[config.mk]
export PLATFORM = sky130hd
export DESIGN_NAME = mlpwm_gen
export DESIGN_NICKNAME = d
export VERILOG_FILES = /design/src/rtl/mlpwm_pkg.sv /design/src/rtl/mlpwm_qrom.sv /design/src/rtl/mlpwm_timebase.sv /design/src/rtl/mlpwm_reference.sv /design/src/rtl/mlpwm_carriers.sv /design/src/rtl/mlpwm_mode_fsm.sv /design/src/rtl/mlpwm_gen.sv
export SDC_FILE = /design/constraint.sdc
export NUM_CORES = 1
export LEC_CHECK = 0
export BUFFER_PORTS_ARGS = -buffer_cell sky130_fd_sc_hd__clkbuf_2
export CORE_MARGIN = 5
export CORE_UTILIZATION = 35
export CTS_BUF_LIST = sky130_fd_sc_hd__clkbuf_8
export DETAILED_ROUTE_END_ITERATION = 12
export GPL_ROUTABILITY_DRIVEN = 0
export SYNTH_ARGS = -nofsm -noshare
export SYNTH_HDL_FRONTEND = slang
export SYNTH_HIERARCHICAL = 1
export SYNTH_SLANG_ARGS = --single-unit
[constraint.sdc]
create_clock -name clk -period 30.3 [get_ports clk]
set_input_delay 6.06 -clock clk [delete_from_list [all_inputs] [get_ports clk]]
set_output_delay 6.06 -clock clk [all_outputs]
set_load 0.01 [all_outputs]
[src/rtl/mlpwm_pkg.sv]
package mlpwm_pkg;

    typedef enum logic [2:0] {
        MODE_PD      = 3'd0,
        MODE_APOD    = 3'd1,
        MODE_ISIN    = 3'd2,
        MODE_VF_PD   = 3'd3,
        MODE_VF_APOD = 3'd4,
        MODE_VF_ISIN = 3'd5
    } carrier_mode_e;

    localparam int BANDS   = 7;
    localparam int CAR_W   = 8;
    localparam int MAG_W   = CAR_W + 3;
    localparam int SIN_W   = 11;
    localparam int PHS_W   = CAR_W + 1;
    localparam int MID_LO  = (BANDS - 3) / 2;
    localparam int MID_HI  = MID_LO + 2;
    localparam int QW_N    = 64;
    localparam int QW_IW   = $clog2(QW_N);
    localparam int QW_AMP  = (1 << SIN_W) - 1;

    // Quarter-wave sine approximation: q*(2-q) on q = i/N, scaled to QW_AMP.
    function automatic logic [SIN_W-1:0] qsine(input int i);
        int v;
        v = (i * (2 * QW_N - i) * QW_AMP) / (QW_N * QW_N);
        return SIN_W'(v);
    endfunction

    // Fold a half-wave position into a quarter-wave table index.
    function automatic logic [QW_IW-1:0] quarter_idx(input logic [CAR_W-1:0] pos);
        return pos[CAR_W-1] ? ~pos[CAR_W-2:1] : pos[CAR_W-2:1];
    endfunction

    function automatic logic mode_legal(input logic [2:0] code);
        return code <= 3'd5;
    endfunction

    function automatic logic mode_is_vf(input carrier_mode_e m);
        return (m == MODE_VF_PD) || (m == MODE_VF_APOD) || (m == MODE_VF_ISIN);
    endfunction

    function automatic logic mode_is_apod(input carrier_mode_e m);
        return (m == MODE_APOD) || (m == MODE_VF_APOD);
    endfunction

    function automatic logic mode_is_isin(input carrier_mode_e m);
        return (m == MODE_ISIN) || (m == MODE_VF_ISIN);
    endfunction

endpackage

[src/rtl/mlpwm_qrom.sv]
module mlpwm_qrom
    import mlpwm_pkg::*;
(
    input  logic [QW_IW-1:0] idx,
    output logic [SIN_W-1:0] val
);

    logic [SIN_W-1:0] table_w [QW_N];

    for (genvar g = 0; g < QW_N; g++) begin : g_entry
        assign table_w[g] = qsine(g);
    end

    assign val = table_w[idx];

endmodule

[src/rtl/mlpwm_timebase.sv]
module mlpwm_timebase
    import mlpwm_pkg::*;
#(
    parameter int TICK_DIV    = 50,
    parameter int SLOW_PERIOD = 500,
    parameter int PH_W        = 16
) (
    input  logic             clk,
    input  logic             rst_n,
    input  logic [PH_W-1:0]  phase_inc,
    output logic [PHS_W-1:0] ph_slow,
    output logic [PHS_W-1:0] ph_fast,
    output logic [PH_W-1:0]  ref_acc
);

    localparam int FAST_PERIOD = SLOW_PERIOD / 2;
    localparam int DIV_W       = $clog2(TICK_DIV + 1);
    localparam int CNT_W       = $clog2(SLOW_PERIOD + 1);
    localparam int SPAN        = 1 << PHS_W;

    logic [DIV_W-1:0] div_q;
    logic [CNT_W-1:0] slow_q;
    logic [CNT_W-1:0] fast_q;
    logic             tick;

    assign tick = (div_q == DIV_W'(TICK_DIV - 1));

    always_ff @(posedge clk or negedge rst_n) begin
        if (!rst_n) begin
            div_q   <= '0;
            slow_q  <= '0;
            fast_q  <= '0;
            ref_acc <= '0;
        end else begin
            div_q <= tick ? '0 : div_q + 1'b1;
            if (tick) begin
                slow_q  <= (slow_q == CNT_W'(SLOW_PERIOD - 1)) ? '0 : slow_q + 1'b1;
                fast_q  <= (fast_q == CNT_W'(FAST_PERIOD - 1)) ? '0 : fast_q + 1'b1;
                ref_acc <= ref_acc + phase_inc;
            end
        end
    end

    // Scale each counter onto a common 0..SPAN-1 phase.
    always_comb begin
        ph_slow = PHS_W'((32'(slow_q) * SPAN) / SLOW_PERIOD);
        ph_fast = PHS_W'((32'(fast_q) * SPAN) / FAST_PERIOD);
    end

    a_r6_fast_range: assert property (@(posedge clk) disable iff (!rst_n)
        fast_q < CNT_W'(FAST_PERIOD));
    a_r6_aligned_start: assert property (@(posedge clk) disable iff (!rst_n)
        (slow_q == '0) |-> (fast_q == '0));
    a_r6_aligned_half: assert property (@(posedge clk) disable iff (!rst_n)
        (slow_q == CNT_W'(FAST_PERIOD)) |-> (fast_q == '0));

endmodule

[src/rtl/mlpwm_reference.sv]
module mlpwm_reference
    import mlpwm_pkg::*;
#(
    parameter int PH_W = 16,
    parameter int MI_W = 8
) (
    input  logic             clk,
    input  logic             rst_n,
    input  logic [PH_W-1:0]  ref_acc,
    input  logic [MI_W-1:0]  mod_index,
    output logic [MAG_W-1:0] mag,
    output logic             neg,
    output logic             zc
);

    localparam int PROD_W = SIN_W + MI_W + 3;

    logic [CAR_W-1:0]  pos;
    logic [SIN_W-1:0]  sine_mag;
    logic [PROD_W-1:0] prod;
    logic              sign_q;
    logic              unused_bits;

    assign pos = ref_acc[PH_W-2 -: CAR_W];

    mlpwm_qrom u_rom (
        .idx (quarter_idx(pos)),
        .val (sine_mag)
    );

    assign prod        = PROD_W'(sine_mag) * PROD_W'(mod_index) * PROD_W'(7);
    assign mag         = prod[PROD_W-1 -: MAG_W];
    assign neg         = ref_acc[PH_W-1];
    assign unused_bits = ^{prod[PROD_W-MAG_W-1:0], ref_acc[PH_W-CAR_W-2:0]};

    always_ff @(posedge clk or negedge rst_n) begin
        if (!rst_n) sign_q <= 1'b0;
        else        sign_q <= neg;
    end

    assign zc = neg ^ sign_q;

    a_r2_mag_bound: assert property (@(posedge clk) disable iff (!rst_n)
        mag < MAG_W'(BANDS << CAR_W));

endmodule

[src/rtl/mlpwm_carriers.sv]
module mlpwm_carriers
    import mlpwm_pkg::*;
(
    input  carrier_mode_e                 mode,
    input  logic [PHS_W-1:0]              ph_slow,
    input  logic [PHS_W-1:0]              ph_fast,
    output logic [BANDS-1:0][CAR_W-1:0]   car
);

    logic [SIN_W-1:0] sin_slow;
    logic [SIN_W-1:0] sin_fast;
    logic [CAR_W-1:0] is_slow;
    logic [CAR_W-1:0] is_fast;
    logic [CAR_W-1:0] tri_slow;
    logic [CAR_W-1:0] tri_fast;
    logic             unused_low;

    mlpwm_qrom u_rom_slow (
        .idx (quarter_idx(ph_slow[PHS_W-1:1])),
        .val (sin_slow)
    );

    mlpwm_qrom u_rom_fast (
        .idx (quarter_idx(ph_fast[PHS_W-1:1])),
        .val (sin_fast)
    );

    // Inverted half-sine: full at the period ends, zero in mid-period.
    assign is_slow    = ~sin_slow[SIN_W-1 -: CAR_W];
    assign is_fast    = ~sin_fast[SIN_W-1 -: CAR_W];
    assign unused_low = ^{sin_slow[SIN_W-CAR_W-1:0], sin_fast[SIN_W-CAR_W-1:0]};

    assign tri_slow = ph_slow[PHS_W-1] ? ~ph_slow[CAR_W-1:0] : ph_slow[CAR_W-1:0];
    assign tri_fast = ph_fast[PHS_W-1] ? ~ph_fast[CAR_W-1:0] : ph_fast[CAR_W-1:0];

    for (genvar k = 0; k < BANDS; k++) begin : g_band
        localparam bit MIDDLE = (k >= MID_LO) && (k <= MID_HI);
        localparam bit ODD    = (k % 2) == 1;
        logic fast_sel;
        always_comb begin
            fast_sel = MIDDLE && mode_is_vf(mode);
            if (mode_is_isin(mode)) begin
                car[k] = fast_sel ? is_fast : is_slow;
            end else begin
                car[k] = fast_sel ? tri_fast : tri_slow;
                if (mode_is_apod(mode) && ODD) car[k] = ~car[k];
            end
        end
    end

endmodule

[src/rtl/mlpwm_mode_fsm.sv]
module mlpwm_mode_fsm
    import mlpwm_pkg::*;
(
    input  logic          clk,
    input  logic          rst_n,
    input  logic [2:0]    mode_sel,
    input  logic          zc,
    output carrier_mode_e mode_act
);

    typedef enum logic {
        ST_LOCKED,
        ST_PENDING
    } fsm_state_e;

    fsm_state_e    state_q, state_d;
    carrier_mode_e req_q, req_d;
    carrier_mode_e act_d;
    logic          sel_ok;
    carrier_mode_e sel_m;

    assign sel_ok = mode_legal(mode_sel);
    assign sel_m  = carrier_mode_e'(mode_sel);

    always_comb begin
        state_d = state_q;
        req_d   = req_q;
        act_d   = mode_act;
        unique case (state_q)
            ST_LOCKED: begin
                if (sel_ok && (sel_m != mode_act)) begin
                    state_d = ST_PENDING;
                    req_d   = sel_m;
                end
            end
            ST_PENDING: begin
                if (sel_ok) req_d = sel_m;
                if (zc) begin
                    act_d   = sel_ok ? sel_m : req_q;
                    state_d = ST_LOCKED;
                end else if (sel_ok && (sel_m == mode_act)) begin
                    state_d = ST_LOCKED;
                end
            end
        endcase
    end

    always_ff @(posedge clk or negedge rst_n) begin
        if (!rst_n) begin
            state_q  <= ST_LOCKED;
            req_q    <= MODE_PD;
            mode_act <= MODE_PD;
        end else begin
            state_q  <= state_d;
            req_q    <= req_d;
            mode_act <= act_d;
        end
    end

    a_r9_switch_on_crossing: assert property (@(posedge clk) disable iff (!rst_n)
        (mode_act != $past(mode_act)) |-> $past(zc));
    a_r9_legal_active: assert property (@(posedge clk) disable iff (!rst_n)
        mode_legal(mode_act));
    a_r9_pending_differs: assert property (@(posedge clk) disable iff (!rst_n)
        (state_q == ST_PENDING) |-> (req_q != mode_act));

endmodule

[src/rtl/mlpwm_gen.sv]
module mlpwm_gen
    import mlpwm_pkg::*;
#(
    parameter int TICK_DIV    = 50,
    parameter int SLOW_PERIOD = 500,
    parameter int PH_W        = 16,
    parameter int MI_W        = 8
) (
    input  logic              clk,
    input  logic              rst_n,
    input  logic [2:0]        mode_sel,
    input  logic [MI_W-1:0]   mod_index,
    input  logic [PH_W-1:0]   phase_inc,
    output logic [BANDS-1:0]  cmp_bits,
    output logic [2:0]        level,
    output logic [1:0]        gate_pos,
    output logic [1:0]        gate_neg
);

    localparam int LVL_W = $clog2(BANDS + 1);

    logic [PHS_W-1:0]            ph_slow;
    logic [PHS_W-1:0]            ph_fast;
    logic [PH_W-1:0]             ref_acc;
    logic [MAG_W-1:0]            mag;
    logic                        neg;
    logic                        zc;
    carrier_mode_e               mode_act;
    logic [BANDS-1:0][CAR_W-1:0] car;
    logic [BANDS-1:0]            cmp_d;
    logic [LVL_W-1:0]            level_d;
    logic                        drive_pos;
    logic                        drive_neg;

    mlpwm_timebase #(
        .TICK_DIV    (TICK_DIV),
        .SLOW_PERIOD (SLOW_PERIOD),
        .PH_W        (PH_W)
    ) u_timebase (
        .clk       (clk),
        .rst_n     (rst_n),
        .phase_inc (phase_inc),
        .ph_slow   (ph_slow),
        .ph_fast   (ph_fast),
        .ref_acc   (ref_acc)
    );

    mlpwm_reference #(
        .PH_W (PH_W),
        .MI_W (MI_W)
    ) u_reference (
        .clk       (clk),
        .rst_n     (rst_n),
        .ref_acc   (ref_acc),
        .mod_index (mod_index),
        .mag       (mag),
        .neg       (neg),
        .zc        (zc)
    );

    mlpwm_mode_fsm u_mode (
        .clk      (clk),
        .rst_n    (rst_n),
        .mode_sel (mode_sel),
        .zc       (zc),
        .mode_act (mode_act)
    );

    mlpwm_carriers u_carriers (
        .mode    (mode_act),
        .ph_slow (ph_slow),
        .ph_fast (ph_fast),
        .car     (car)
    );

    // Each carrier is lifted by its band number in whole units.
    for (genvar k = 0; k < BANDS; k++) begin : g_cmp
        assign cmp_d[k] = mag > {3'(k), car[k]};
    end

    always_comb begin
        level_d = '0;
        for (int k = 0; k < BANDS; k++) level_d = level_d + LVL_W'(cmp_d[k]);
    end

    assign drive_pos = !neg && (level_d != '0);
    assign drive_neg =  neg && (level_d != '0);

    always_ff @(posedge clk or negedge rst_n) begin
        if (!rst_n) begin
            cmp_bits <= '0;
            level    <= '0;
            gate_pos <= '0;
            gate_neg <= '0;
        end else begin
            cmp_bits <= cmp_d;
            level    <= 3'(level_d);
            gate_pos <= {2{drive_pos}};
            gate_neg <= {2{drive_neg}};
        end
    end

    for (genvar k = 0; k < BANDS - 1; k++) begin : g_thermo_chk
        a_r1_thermometer: assert property (@(posedge clk) disable iff (!rst_n)
            cmp_bits[k+1] |-> cmp_bits[k]);
    end

    a_r1_level_count: assert property (@(posedge clk) disable iff (!rst_n)
        $countones(cmp_bits) == int'(level));
    a_r7_exclusive: assert property (@(posedge clk) disable iff (!rst_n)
        !((gate_pos != 2'b00) && (gate_neg != 2'b00)));
    a_r7_pairs_move_together: assert property (@(posedge clk) disable iff (!rst_n)
        (gate_pos[0] == gate_pos[1]) && (gate_neg[0] == gate_neg[1]));
    a_r8_idle_gates: assert property (@(posedge clk) disable iff (!rst_n)
        (level == 3'd0) |-> ((gate_pos == 2'b00) && (gate_neg == 2'b00)));

endmodule

==> results of run 1 <==
-- worst paths after layout --
kind	from	end	slack (ps)	cells after the start
max in group asynchronous	rst_n	u_timebase/div_q[2]	23890	2
min	u_timebase/ref_acc[0]	u_timebase/ref_acc[0]	490	2
max reg2reg	u_timebase/slow_q[0]	gate_neg[0]	12480	57
max	u_timebase/slow_q[0]	gate_neg[0]	12480	57
min in group asynchronous	rst_n	u_timebase/ref_acc[2]	5860	2
min reg2reg	u_timebase/ref_acc[0]	u_timebase/ref_acc[0]	490	2
-- stage by stage --
step                utilization [%]  hold WS (ps)  cell area, µm²  total power (W)  std cells
finish                         36.5           489           20600         0.000181       3277
global route                   36.5           530           20600         0.000190       3277
CTS                            36.5           496           20600         0.000185       3277
detailed placement             36.1           475           20300        0.0000976       3261
global placement               36.1           462           20300        0.0000970       3261
floorplan                         -           429           19900        0.0000912       2603
-- placed cells by master (no fill, tap or decap), types with 13 or more instances in the layout --
cell type / count
or3_1: 20
nand2b_1: 44
dfrtp_1: 60
o21ai_1: 21
o31ai_1: 37
and3_1: 24
mux2_2: 14
nand4_1: 33
ha_1: 182
nor2_1: 170
or4_1: 13
a21oi_1: 147
a221oi_1: 22
nand2_1: 174
nor2b_1: 33
o22ai_1: 27
inv_1: 242
nand3_1: 72
mux2i_1: 24
and4_1: 13
o21bai_1: 14
xor2_1: 44
nand3b_1: 17
fa_1: 73
o21ai_0: 129
or2_2: 15
a21o_1: 32
and2_1: 91
a211oi_1: 45
nor4_1: 20
clkbuf_2: 41
a31oi_1: 28
o211ai_1: 36
a211o_1: 18
nor3_1: 57
xnor2_1: 108
o21a_1: 18
-- worst max-delay path, delay by kind of cell (launching register included) --
family | cells | cell delay [ps]
and+or+nand+nor | 25 | 7710
AOI/OAI and AO/OA | 14 | 3980
adders and majority gates | 10 | 3830
buffers and inverters | 6 | 1010
DFF | 1 | 580
muxes | 1 | 320
xor gates and xnor gates | 1 | 270
-- report_power, final --
group	internal, W	switching (W)	leakage (nW)
Clock	0.0000467	0.0000386	0.102
Sequential	0.0000807	0.000000250	0.726
Combinational	0.00000589	0.00000893	7.84
-- layer usage --
layer,track usage [%],vias up
li1,-,9274
met1,22.6,9229
met2,27.8,586
met3,1.86,78
met4,3.63,0
met5,0,-
-- flip-flops by register name, summed over array words and instances, names as in the netlist --
signal,cells
u_timebase/div_q,6
gate_pos,1
gate_neg,1
level,3
u_mode/mode_act,3
u_mode/req_q,3
u_mode/state_q,1
u_reference/sign_q,1
u_timebase/slow_q,9
u_timebase/fast_q,9
cmp_bits,7
u_timebase/ref_acc,16
-- area by class of cell --
class,instances,area (µm²),share of cell area [%]
multi-input combinational,2132,16600,80.8
sequential,60,1500,7.30
inverter,259,981,4.77
tap,756,946,4.60
timing repair buffer,54,300,1.46
clock buffer,9,124,0.602
clock inverter,7,100,0.487
==> impl_metrics.tcl, run 1 <==
set metrics [dict create \
    final_layout_size_suffix_gt1_share_pct 9.08 \
    cellPowerDensity_nw_per_um2 8.81 \
    cp_max_fo 13 \
    critical_path_required_ps 30550 \
    cp.arrival_ps 18070 \
    status "completed" \
    p_leak_nw 8.67 \
    fin_crit_ps 17820 \
    grt_pass1_wl_mm 89.6 \
    crit_path_end_kind "flip-flop" \
    fp-row-count 87 \
    period_share_pct 58.8 \
    hold_viol_final 0 \
    grt_overflow 0 \
    synth_nets 2887 \
    cp_slowest_stage_delay_ps 750 \
    wl_met3_mm 2.69 \
    dr_wl_met2_mm 25.4 \
    worst_pin_slew_ps 1350 \
    core_area_um2 56400 \
    die_y_um 249 \
    area_growth_pct 3.09 \
    io_buffers 42 \
    timing.fmax_ghz 0.0561 \
    io_pins 43 \
    critPathMostFrequentCell "ha_1" \
    clk_latency_ps 360 \
    grt_max_degree 61 \
    wl_per_cell_um 16.4 \
    root_buffer "clkbuf_8" \
    synth_warnings 6 \
    worstSetupPathType "flip-flop to flip-flop" \
    drtPass1Iterations 8 \
    slowest_stage "nor3b_1" \
    clkTransAtPathRegs_ps 90 \
    dieArea_um2 61900 \
    grt_usage_pct 16.4 \
    ir_drop_mv 0.0200 \
    initial_core_util_pct 35.4 \
    vias_per_cell 5.85 \
    drt-met1-wl_mm 24.8 \
    drt_iter0_markers 1714 \
    relSlewSlack_pct 8.85 \
    cts_resized 0 \
    slew_violations 0 \
    setup-tns-final_ps 0 \
    hpwl_mm 42.2 \
    routed.top_layer "met4" \
    n_antenna_cell 0 \
    layout.nets 2800 \
    clock-sinks 60 \
    vias 19200 \
    rsz0062_at_grt "false" \
    finalSetupViolCount 0 \
    drt-total-wl_mm 53.8 \
    cts_setup_buffers 0 \
    htreeDepth 3 \
    cts_made_buffers 9 \
    drc_errors 0 \
    synth_area_um2 19900 \
    postRouteAntennaNets 0 \
    syn_avg_cell_area_um2 7.66 \
    dieWidth_um 249 \
    maxCapViolations 0 \
    skew_ps 13.8 \
    setup_ws_ps 12480 \
    grt_antenna_before_repair 0 \
    cts_buffer_depth 2 \
    startpoint_type "flip-flop" \
    cts_tree "done" \
    grt_pass1_vias 18100 \
    nFillCells 5945 \
    postSynthCellCount 2603 \
    hold_path_class "flip-flop to flip-flop" \
    cts.hold.buffers_added 0 \
    place_ws_ps 12710 \
]
Power figures use the tool's default switching activity.
==> inputs of run 2 (changes only) <==
--- a/config.mk
+++ b/config.mk
@@ -5,6 +5,7 @@
 export SDC_FILE = /design/constraint.sdc
 export NUM_CORES = 1
 export LEC_CHECK = 0
+export ABC_AREA = 1
 export BUFFER_PORTS_ARGS = -buffer_cell sky130_fd_sc_hd__clkbuf_2
 export CORE_MARGIN = 5
 export CORE_UTILIZATION = 35
==> constraint.sdc (replaced) <==
create_clock -name clk -period 17.95 [get_ports clk]
set_input_delay 3.59 -clock clk [delete_from_list [all_inputs] [get_ports clk]]
set_output_delay 3.59 -clock clk [all_outputs]
set_load 0.01 [all_outputs]
==> run 2 against run 1 <==
Against the previous run: largest power group is now combinational cells; wire length shrank 8.6%; count of clock-buffer cells in the layout is the same; sequential cell count is the same; global-route usage shrank 0.87 points; die area is 1.7% higher; maximum frequency grew 31%; power grew to 4.7 times the previous value; area after synthesis rose by 1.7%.
==> impl_metrics.tcl, run 2 <==
set metrics [dict create \
    finalSetupViolCount 0 \
    hold_viol_final 0 \
    slowest_stage "fa_1" \
    drt_iter0_markers 1097 \
    startpoint_type "flip-flop" \
    hpwl_mm 41.3 \
    clock-sinks 60 \
    grt_max_degree 61 \
    wl_per_cell_um 11.9 \
    synth_area_um2 20300 \
    cp_max_fo 19 \
    grt_overflow 0 \
    multi_input_area_um2 15500 \
    clkTransAtPathRegs_ps 80 \
    r2r_start "u_timebase/slow_q[2]" \
    cts_resized 0 \
    crit_path_end_kind "flip-flop" \
    worstSetupPathType "flip-flop to flip-flop" \
    slew_violations 0 \
    final_cell_mix "nand2_1 (1124), inv_1 (607), nand3_1 (281)" \
    hold_path_class "flip-flop to flip-flop" \
    placed_cell_area_um2 20800 \
    setup-tns-final_ps 0 \
    grt_antenna_before_repair 0 \
    cts_tree "done" \
    grt_usage_pct 15.5 \
    cp_slowest_stage_delay_ps 550 \
    dieArea_um2 62900 \
    clk_latency_ps 380 \
    cts_buffer_depth 2 \
    dieWidth_um 251 \
    core_area_um2 57600 \
    timing.fmax_ghz 0.0737 \
    final_common_cell "nand2_1" \
    synth_nets 3675 \
    synth_warnings 6 \
    layout.nets 3641 \
    syn_avg_cell_area_um2 5.98 \
    vias_per_cell 4.75 \
    drc_errors 0 \
    n_antenna_cell 0 \
    critical_path_required_ps 18230 \
    relSlewSlack_pct 27.8 \
    grt_pass1_vias 18300 \
    drt-total-wl_mm 49.2 \
    area_growth_pct 3.54 \
    cts.hold.buffers_added 0 \
    cts_made_buffers 9 \
    cellPowerDensity_nw_per_um2 40.2 \
    worst_pin_slew_ps 1070 \
    cts_setup_buffers 0 \
    ir_drop_mv 0.0545 \
    io_buffers 42 \
    largest_reg_flops 16 \
    final_layout_size_suffix_gt1_share_pct 12.1 \
    io_pins 43 \
    maxCapViolations 0 \
    fp-row-count 88 \
    r2r_setup_slack_ps 4380 \
    final_area_um2 21000 \
    period_share_pct 75.6 \
    r2r_cells 76 \
    status "completed" \
    grt_pass1_wl_mm 85.6 \
    reg_top3 "u_timebase/ref_acc (16), u_timebase/fast_q (9), u_timebase/slow_q (9)" \
    die_y_um 251 \
    p_leak_nw 12.8 \
    holdPathStages 2 \
    vias 19600 \
    rr_endpoint "gate_neg[0]" \
    register_area_um2 1500 \
    fin_crit_ps 13570 \
    drtPass1Iterations 6 \
    htreeDepth 3 \
    rsz0062_at_grt "false" \
    holdPathEnd "u_timebase/ref_acc[0]" \
    nFillCells 6338 \
    cp.arrival_ps 13860 \
    initial_core_util_pct 35.2 \
    root_buffer "clkbuf_8" \
    skew_ps 10.3 \
    critPathMostFrequentCell "nand2_1" \
    hp-start "u_timebase/ref_acc[0]" \
    postRouteAntennaNets 0 \
    regMostFlops "u_timebase/ref_acc" \
    postSynthCellCount 3391 \
]
[run 2: stage by stage]
stage	total power (W)	setup WS [ps]	cells	utilization [%]	hold WS, ps
6_report	0.000844	4380	4127	36.5	481
5_1_grt	0.000936	2970	4127	36.5	524
4_1_cts	0.000849	4390	4127	36.5	486
3_5_place_dp	0.000688	4450	4111	36.1	468
3_3_place_gp	0.000684	4610	4111	36.1	461
2_1_floorplan	0.000645	5960	3391	-	428
[run 2: final cells by class]
class / instances / area share, %
clock buffers: 9 / 0.590
clock inverters: 7 / 0.554
inverters: 663 / 12.0
multi-input cells: 2574 / 73.9
flip-flops and latches: 60 / 7.15
well taps: 765 / 4.56
repair buffers: 49 / 1.25
[run 2: how the worst max path moves through the flow]
stage	startpoint	end	slack [ps]	cells after the start
after global placement	u_timebase/slow_q[5]	gate_neg[0]	4610	75
after CTS	u_timebase/slow_q[2]	gate_neg[0]	4390	76
after detailed placement	u_timebase/slow_q[2]	gate_neg[0]	4450	76
final	u_timebase/slow_q[2]	gate_neg[0]	4380	76
after floorplan	mod_index[7]	gate_neg[0]	5960	47
after global routing	u_timebase/slow_q[2]	gate_pos[0]	2970	76
[run 2: metal layers]
metal | GRT usage, % | share of wire, % | up-vias | wire [µm]
li1 | - | - | 10500 | -
met1 | 22.3 | 50 | 8770 | 24800
met2 | 25.8 | 45 | 311 | 22100
met3 | 1.23 | 3.2 | 41 | 1560
met4 | 3.18 | 1.5 | 0 | 744
met5 | 0 | 0 | - | 0
[run 2: critical path: cells and delay by family (launching register included)]
family | cells | cell delay (ps)
simple gates | 46 | 6280
fa+ha+maj | 12 | 4270
buf+inv | 13 | 990
compound gates | 3 | 950
xor+xnor | 2 | 500
flops | 1 | 450
[run 2: report_power, final]
part / switching [W] / internal, W / total, W
clock: 0.0000640 / 0.0000919 / 0.000156
combinational: 0.000350 / 0.000183 / 0.000533
sequential: 0.0000115 / 0.000144 / 0.000156
==> inputs of run 3 (changes only) <==
--- a/config.mk
+++ b/config.mk
@@ -5,7 +5,7 @@
 export SDC_FILE = /design/constraint.sdc
 export NUM_CORES = 1
 export LEC_CHECK = 0
-export ABC_AREA = 1
+export ABC_AREA = 0
 export BUFFER_PORTS_ARGS = -buffer_cell sky130_fd_sc_hd__clkbuf_2
 export CORE_MARGIN = 5
 export CORE_UTILIZATION = 35
==> constraint.sdc (replaced) <==
create_clock -name clk -period 12.1 [get_ports clk]
set_input_delay 2.42 -clock clk [delete_from_list [all_inputs] [get_ports clk]]
set_output_delay 2.42 -clock clk [all_outputs]
set_load 0.01 [all_outputs]
==> run 3 against run 2 <==
Against the previous run: sequential cell count stayed put; core utilization is 10 points higher; design area is 25% higher; sequential share of layout area is 1.4 points lower; maximum frequency is 6.1% higher; the flow now finishes with violations (negative setup slack); via count is 9.9% higher; clock skew hardly changed; first-iteration DRC count is 45% higher; critical endpoint unchanged; critical path type unchanged.
==> impl_metrics.tcl, run 3 (synthesis results as in run 1) <==
set metrics [dict create \
    status "complete, but fails checks" \
    violations "negative setup slack" \
    rr_endpoint "gate_neg[0]" \
    timing.hold.ws_ps 490 \
    io_pins 43 \
    cp_max_fo 8 \
    vias 21500 \
    cp_slowest_stage_delay_ps 570 \
    cts_tree "done" \
    setup_ws_ps -688 \
    multi_input_area_um2 17500 \
    dieArea_um2 61900 \
    finalSetupViolCount 5 \
    grt_antenna_before_repair 1 \
    root_buffer "clkbuf_8" \
    startpoint_type "flip-flop" \
    total_power_w 0.000455 \
    hold_path_class "flip-flop to flip-flop" \
    final_cell_mix "buf_4 (635), inv_1 (233), nand2_1 (168), nor2_1 (168), ha_1 (167)" \
    hold_viol_final 0 \
    period_share_pct 106 \
    cts_buffer_depth 2 \
    drt_iter0_markers 1592 \
    relSlewSlack_pct 20.5 \
    final_layout_size_suffix_gt1_share_pct 31.0 \
    r2r_setup_slack_ps -690 \
    worst_pin_slew_ps 1190 \
    vias_per_cell 5.51 \
    htreeDepth 3 \
    r2r_cells 56 \
    clkTransAtPathRegs_ps 80 \
    final_common_cell "buf_4" \
    grt_max_degree 61 \
    cp-endpoint "gate_neg[0]" \
    nFillCells 5531 \
    grt_pass1_wl_mm 103 \
    rsz0062_at_grt "true" \
    slowest_stage "or4b_4" \
    reg_top3 "u_timebase/ref_acc (16), u_timebase/fast_q (9), u_timebase/slow_q (9)" \
    wl_per_cell_um 15.6 \
    timing.fmax_ghz 0.0782 \
    dieWidth_um 249 \
    grt_overflow 0 \
    clock-sinks 60 \
    grt_pass1_vias 21500 \
    die_y_um 249 \
    register_area_um2 1510 \
    cts_made_buffers 9 \
    r2r_start "u_timebase/fast_q[1]" \
    hpwl_mm 49.2 \
    postRouteAntennaNets 0 \
    drc_errors 0 \
    clk_latency_ps 360 \
    regMostFlops "u_timebase/ref_acc" \
    initial_core_util_pct 35.4 \
    skew_ps 10.2 \
    drt-total-wl_mm 60.9 \
    cp.arrival_ps 13030 \
    fin_crit_ps 12790 \
    maxCapViolations 0 \
    worstSetupPathType "flip-flop to flip-flop" \
    postLayoutCoreUtil_pct 46.6 \
    area_growth_pct 31.7 \
    critical_path_required_ps 12340 \
    layout.nets 3433 \
    largest_reg_flops 16 \
    core_area_um2 56400 \
    cts.hold.buffers_added 0 \
    drtPass1Iterations 5 \
    ir_drop_mv 0.0475 \
    fp-row-count 87 \
    critPathLaunch "u_timebase/fast_q[1]" \
    cellPowerDensity_nw_per_um2 17.3 \
    io_buffers 42 \
    crit_path_end_kind "flip-flop" \
    p_leak_nw 12.1 \
    grt_usage_pct 18.9 \
    slew_violations 0 \
]
## run 3: cell types whose count changed in the layout (fill, tap and decap cells not counted), sizes merged, moves of 65 or more
| cell | change |
|---|---|
| inv | -400 |
| buf | +638 |
| nor2 | -85 |
| nand2 | -1058 |
| a21oi | +65 |
| xnor2 | +86 |
| nand3 | -269 |
| and2 | +90 |
## run 3: layout make-up
cell class,instances,area share [%]
repair buffers,687,19.5
clock inverters,5,0.319
inverters,259,3.79
diodes,1,0.00953
flip-flops and latches,60,5.73
clock buffers,11,0.576
well taps,756,3.60
multi-input cells,2132,66.5
## run 3: power by group
part           internal [W]  switching [W]   total, W
Clock              0.000127      0.0000883   0.000216
Sequential         0.000202    0.000000652   0.000203
Combinational     0.0000148      0.0000218  0.0000365
Total              0.000344       0.000111   0.000455
## run 3: what timing repair did
action | in CTS | in global routing
buffers inserted | 11 | 15
gates resized for setup | 30 | 59
pin swaps | 15 | 12
gates cloned | 0 | 0
setup endpoints to repair | 5 | 5
## run 3: metal layers
layer / up-vias / GRT usage (%) / share of wire, %
li1: 10500 / - / -
met4: 0 / 4.27 / 1.6
met3: 82 / 1.62 / 4.2
met5: - / 0 / 0
met1: 10400 / 24.9 / 45
met2: 563 / 33.6 / 49
## run 3: critical path: cells and delay by family (launching register included)
kind	cells	cell delay, ps
AOI/OAI and AO/OA	21	3800
xor gates and xnor gates	5	780
adders and majority gates	9	2950
buffers and inverters	5	270
DFF	1	460
muxes	1	320
and+or+nand+nor	15	4060
## run 3: through the flow
step | setup TNS, ps | instances | cell area [µm²] | setup slack (ps)
after global placement | -2160 | 3870 | 25400 | -633
after global routing | -5100 | 3911 | 26300 | -1260
after detailed placement | -3260 | 3870 | 25400 | -861
after CTS | -2430 | 3897 | 25900 | -691
after floorplan | -3570 | 2603 | 20500 | -985
final | -2280 | 3911 | 26300 | -688
## run 3: how the worst min path moves through the flow
stage                                       from               endpoint  slack [ps]  cells after the start
after floorplan           u_timebase/ref_acc[15]     u_reference/sign_q         430                      0
after global placement     u_timebase/ref_acc[0]  u_timebase/ref_acc[0]         460                      2
after detailed placement   u_timebase/ref_acc[0]  u_timebase/ref_acc[0]         470                      2
after CTS                  u_timebase/ref_acc[0]  u_timebase/ref_acc[0]         490                      2
after global routing             u_mode/req_q[0]        u_mode/req_q[0]         520                      1
final                      u_timebase/ref_acc[5]  u_timebase/ref_acc[5]         490                      2
